[src/rtl/dma_bus_seq.sv]
module dma_bus_seq (
  input  logic       clk,
  input  logic       rst_n,
  input  logic       chan_reset,
  input  logic       dma_req,
  input  logic       arb_phase,
  input  logic       arb_won,
  output logic       bus_preempt,
  output logic       arb_enable,
  output logic       burst,
  output logic [2:0] state_o
);

  typedef enum logic [2:0] {
    S_IDLE = 3'b000,
    S_REQ  = 3'b001,
    S_ARB  = 3'b011,
    S_LOSE = 3'b111,
    S_XFR1 = 3'b010,
    S_XFR2 = 3'b110,
    S_XFR3 = 3'b100
  } st_t;

  st_t  st, st_nx;
  logic ph_s1, ph_s2;

  always_ff @(posedge clk or negedge rst_n)
    if (!rst_n) {ph_s1, ph_s2} <= 2'b00;
    else        {ph_s1, ph_s2} <= {arb_phase, ph_s1};

  always_comb begin
    st_nx = st;
    unique case (st)
      S_IDLE: if (dma_req) st_nx = S_REQ;
      S_REQ:  if (ph_s2) st_nx = S_ARB;
      S_ARB:  if (!ph_s2) st_nx = arb_won ? S_XFR1 : S_LOSE;
      S_LOSE: if (ph_s2) st_nx = S_ARB;
      S_XFR1: st_nx = S_XFR2;
      S_XFR2: if (!dma_req) st_nx = S_XFR3;
      S_XFR3: st_nx = S_IDLE;
      default: st_nx = S_IDLE;
    endcase
  end

  always_ff @(posedge clk or negedge rst_n)
    if (!rst_n)          st <= S_IDLE;
    else if (chan_reset) st <= S_IDLE;
    else                 st <= st_nx;

  assign bus_preempt = (st == S_REQ) || (st == S_ARB) || (st == S_LOSE);
  assign arb_enable  = (st == S_ARB);
  assign burst       = (st == S_XFR2);
  assign state_o     = st;

  p_chan_reset_r1: assert property (@(posedge clk) disable iff (!rst_n)
    chan_reset |=> (state_o == 3'b000) && !bus_preempt && !arb_enable && !burst);
  p_idle_req_r2: assert property (@(posedge clk) disable iff (!rst_n)
    (st == S_IDLE) && dma_req && !chan_reset |=> (state_o == 3'b001) && bus_preempt);
  p_arb_enter_r3: assert property (@(posedge clk) disable iff (!rst_n)
    ((st == S_REQ) || (st == S_LOSE)) && ph_s2 && !chan_reset
      |=> arb_enable && bus_preempt);
  p_lose_r4: assert property (@(posedge clk) disable iff (!rst_n)
    (st == S_ARB) && !ph_s2 && !arb_won && !chan_reset
      |=> (state_o == 3'b111) && !arb_enable && bus_preempt);
  p_win_r5: assert property (@(posedge clk) disable iff (!rst_n)
    (st == S_ARB) && !ph_s2 && arb_won && !chan_reset
      |=> (state_o == 3'b010) && !bus_preempt);
  p_xfr1_r5: assert property (@(posedge clk) disable iff (!rst_n)
    (st == S_XFR1) && !chan_reset |=> burst);
  p_xfr_end_r6: assert property (@(posedge clk) disable iff (!rst_n)
    (st == S_XFR2) && !dma_req && !chan_reset |=> (state_o == 3'b100) && !burst);
  p_xfr3_r6: assert property (@(posedge clk) disable iff (!rst_n)
    (st == S_XFR3) |=> (state_o == 3'b000));
  p_one_bit_r7: assert property (@(posedge clk) disable iff (!rst_n)
    !chan_reset |=> $countones(state_o ^ $past(state_o)) <= 1);
  p_req_hold_r8: assert property (@(posedge clk) disable iff (!rst_n)
    (st == S_REQ) && !ph_s2 && !chan_reset |=> (state_o == 3'b001));

endmodule

[config.mk]
export PLATFORM = sky130hd
export DESIGN_NAME = dma_bus_seq
export DESIGN_NICKNAME = d
export VERILOG_FILES = /design/src/rtl/dma_bus_seq.sv
export SDC_FILE = /design/constraint.sdc
export NUM_CORES = 1
export LEC_CHECK = 0
export CAP_MARGIN = 20
export CORE_AREA = 2 2 39 41
export CTS_CLUSTER_DIAMETER = 100
export DETAILED_ROUTE_END_ITERATION = 10
export DIE_AREA = 0 0 41 43
export HOLD_SLACK_MARGIN = 0.03
export PLACE_DENSITY = 0.48
export SYNTH_ARGS = -nofsm -noshare
export SYNTH_HDL_FRONTEND = slang
export SYNTH_SLANG_ARGS = --single-unit
[constraint.sdc]
create_clock -name clk -period 1.25 [get_ports clk]
set_clock_uncertainty 0.2 [all_clocks]
set_input_delay 0.25 -clock clk [delete_from_list [all_inputs] [get_ports clk]]
set_output_delay 0.25 -clock clk [all_outputs]
set_load 0.01 [all_outputs]
# Word-level counts from Yosys, hierarchy flattened
# Index checks and enable logic that the tools add are counted.
# totals
mem_count	0
input_bits	6
output_inout_bits	6
register_bits	5
elab_cells	24
latchBits	0
mem_bits_rw	0
romBits	0
# classes
multipliers	0
eq_ne	9
n_shift	0
muxes	7
n_lt_le_gt_ge	0
bitwise_logic	0
div	0
reduce_logical	5
add_sub_neg	0
# op_table
op	count
two-way mux 3 bit	6
case mux 3 bit (5 select lines)	1
!= test 3 bit, second input constant	3
== test 3 x 2 -> 1 bit, second input constant	2
== test 3 bit, second input constant	2
AND reduction 4 bit	1
== test 3 x 1 -> 1 bit, second input constant	1
zero test 3 bit	1
!= test 3 x 1 -> 1 bit, second input constant	1
logical OR 1 bit	2
OR reduction 2 bit	1

# Longest topological paths before layout
# logic_depth
depth_word	4
mapped_depth	3
mapped_depth_nobuf	3

# Least setup slack after synthesis
# No wires, ideal clock.
# synth_path
path_type	flip-flop to output port
start	register st[1] (netlist: state_o[1])
end	output burst
path_buffers	0
arrival_time_ns	0.870
stages_incl_launch_ff	3
required_ns	0.800
path_slack_ns	-0.070
cell_sequence	dfrtp_1 > inv_1 > nor3_1
# synth_between
elab_chain_cells	1
# synth_rtl
element	line	text
start: declaration	24	st_t st, st_nx;
start signal: assignment	48	else st <= st_nx;
== test 3 bit	52	assign burst = (st == S_XFR2);
end: declaration	10	output logic burst,
# Every way passes these cells.

# Final worst setup path
# layout_path
start	register st[2] (netlist: state_o[2])
end	output arb_enable
# layout_between
elab_chain_cells	1
# layout_rtl
element	line	text
== test 3 x 2 -> 1 bit	51	assign arb_enable = (st == S_ARB);
end: declaration	9	output logic arb_enable,
# Every way passes these cells.

==> metrics <==
status finished, violations left; violated checks setup timing; IO Pins 12; synth cell count leaders dfrtp_1, a21oi_1, o21ai_0; cts bufs inserted 3; syn avg cell area approximately 11 um2; Core Region 1384 um2; Fillers 153; DRT iter0 DRCs 0; Max Cap Violations 0; top-count cell post-synth dfrtp_1; DR pass1 iterations 1; die area around 1800 um2; Die X-Extent approximately 41 um; DR WL/cell around 12 um; CP peak stage delay just under 400 ps; Cell Area, Placed 404.1 um2; initial core utilization 0.1618; Max stage delay cell, worst path dfrtp_1; cell area after layout roughly 500 um2; sequential fraction of the synthesis area 0.5587; Crit path max-delay family flip-flops; Post-synth ARST share 1.000; HP Start ph_s1; Psw around 0.14 mW; final worst-path cycle share 1.205; initial antenna violation count 0; placer congestion estimate ~0.55; Yosys cell types 14; PortBufs 11; final hold violations 0; CP max FO 3; via/cell ratio approximately 4.1; Top FF cell, synth dfrtp_1; share of layout cells above drive strength 1 0.6458; Hold Crit Depth 0; RSZ-0062 raised after global routing true; Worst Setup Path Type register to output port; Post-Syn Instances 20; combinational share of power 0.287; Critical Path Source Type register; syn_nets 26; Final ANT Viol Nets 0; DRT Wirelength between 700 and 800 um; first-pass GRT wire length 1.159 mm; GR Util All Layers 0.1062; slew margin rel. 0.8232; row count 14; Seq. cell area between 100 and 150 um2; post-detail-place hpwl between 500 and 600 um; cell internal pwr around 0.38 mW; Area contributors post-synth dfrtp_1, a2111oi_2, a21oi_1, o21ai_0, a21oi_2; Congestion Overflow GR 0; Pleak roughly 0.23 nW; CTS clk-pin slew, worst paths 40 ps; fmax about 660 MHz; Sw Share 0.2656; CP Data Required Time around 800 ps; CTS root buf clkbuf_4; worst hold-check path type register to register; clock sinks 5; fin crit period 1507 ps; layout net count 55; die height around 43 um; Data arrival, critical path between 1000 and 1500 ps; footprint of the multi-input gates approximately 120 um2; post-place setup slack -386.5 ps; Clk network pwr share 0.356; final worst slack -256.8 ps; worst-path cell chain buf_6 > inv_4 > and3_1 > buf_2; reg-to-reg startpoint state_o[2]; DRC Markers 0; largest net degree at the start of global routing 7; CTS tree built; R2R setup slack -100 ps; R2R depth 5; vias in the first global route around 290; synth-to-layout area growth 122.9%; Sequential Power Share 0.357; final setup vio count 8; Synth Register Bits 5; Synth Cell Area around 220 um2; H-tree levels 1; synthesis warning total 0; via count of the routed design around 260; pwr dens approximately 1000 nW/um2; Slew @ Worst Pin between 200 and 300 ps; worst hold endpoint ph_s2; number of flops mapped to enable cells by yosys 0; CP Capture Type output port; WHS between 100 and 150 ps; Worst VDD drop between 300 and 400 uV; Bufs on Longest Clock Path 2; final max-slew violation count 0; Worst Path Buf+Inv 3; Clk Latency, worst-skew pair approximately 240 ps; diode count 0; top cell type's share of synthesized area 0.5587; reg2reg end state_o[0]; area leader, netlist dfrtp_1
[worst max path at each step]
stage	startpoint	to	depth (start not counted)
final	state_o[2]	arb_enable	4
after floorplan	state_o[1]	state_o[0]	3
after global placement	state_o[2]	arb_enable	3
after global routing	state_o[2]	arb_enable	4
after detailed placement	state_o[2]	arb_enable	3
after CTS	state_o[2]	arb_enable	4
[final cells by class]
class	instances	area share
Sequential cell	5	0.2531
Inverter	2	0.02005
Clock buffer	4	0.05263
Multi-Input combinational cell	13	0.2331
Tap cell	16	0.04010
Timing Repair Buffer	24	0.4010
[power by group through the flow]
stage	clock network [mW]	registers, mW	logic, mW
2_1_floorplan	0	0.194	0.0313
3_3_place_gp	0	0.188	0.113
3_5_place_dp	0	0.189	0.116
4_1_cts	0.200	0.186	0.138
5_1_grt	0.212	0.188	0.162
6_report	0.187	0.187	0.150
[flip-flops by register name, summed over array words and instances (netlist names)]
register,flops
state_o,3
ph_s1,1
ph_s2,1
[placed cells by master, fill, tap and decap left out, types with 2 or more instances in the layout]
cell type         n
buf_2             4
a21oi_2           2
dfrtp_1           4
clkbuf_4          3
clkdlybuf4s50_1   5
buf_6             4
buf_4            10
[stage by stage]
step / instances / util / TNS, ps / power (mW)
global placement: 53 / 0.2920 / -2110 / 0.3002
global route: 64 / 0.3608 / -1560 / 0.5616
floorplan: 20 / - / 0 / 0.2249
CTS: 64 / 0.3499 / -1195 / 0.5250
finish: 64 / 0.3608 / -1177 / 0.5233
detailed placement: 53 / 0.2920 / -2208 / 0.3046
[cells by family (layout without fill, tap and decap cells)]
group / Yosys count / in the layout / synth area share
compound gates: 9 / 9 / 0.2961
flops: 5 / 5 / 0.5587
simple gates: 4 / 4 / 0.1118
buf+inv: 2 / 30 / 0.03349
[per-layer routing]
metal  GRT usage  up-vias  share of wire
li1            -      131              -
met1     0.09868      121           0.35
met2      0.1781       12           0.57
met3     0.04712        0          0.082
met4     0.06000        0              0
met5           0        -              0
[what timing repair did]
action / in CTS / in global routing
hold buffers: 1 / 0
gates resized for setup: 31 / 6
pin swaps: 5 / 5
endpoints found under the setup margin: 8 / 9
hold endpoints to repair: 5 / 0
buffers inserted: 7 / 2
Power figures use the tool's default switching activity.
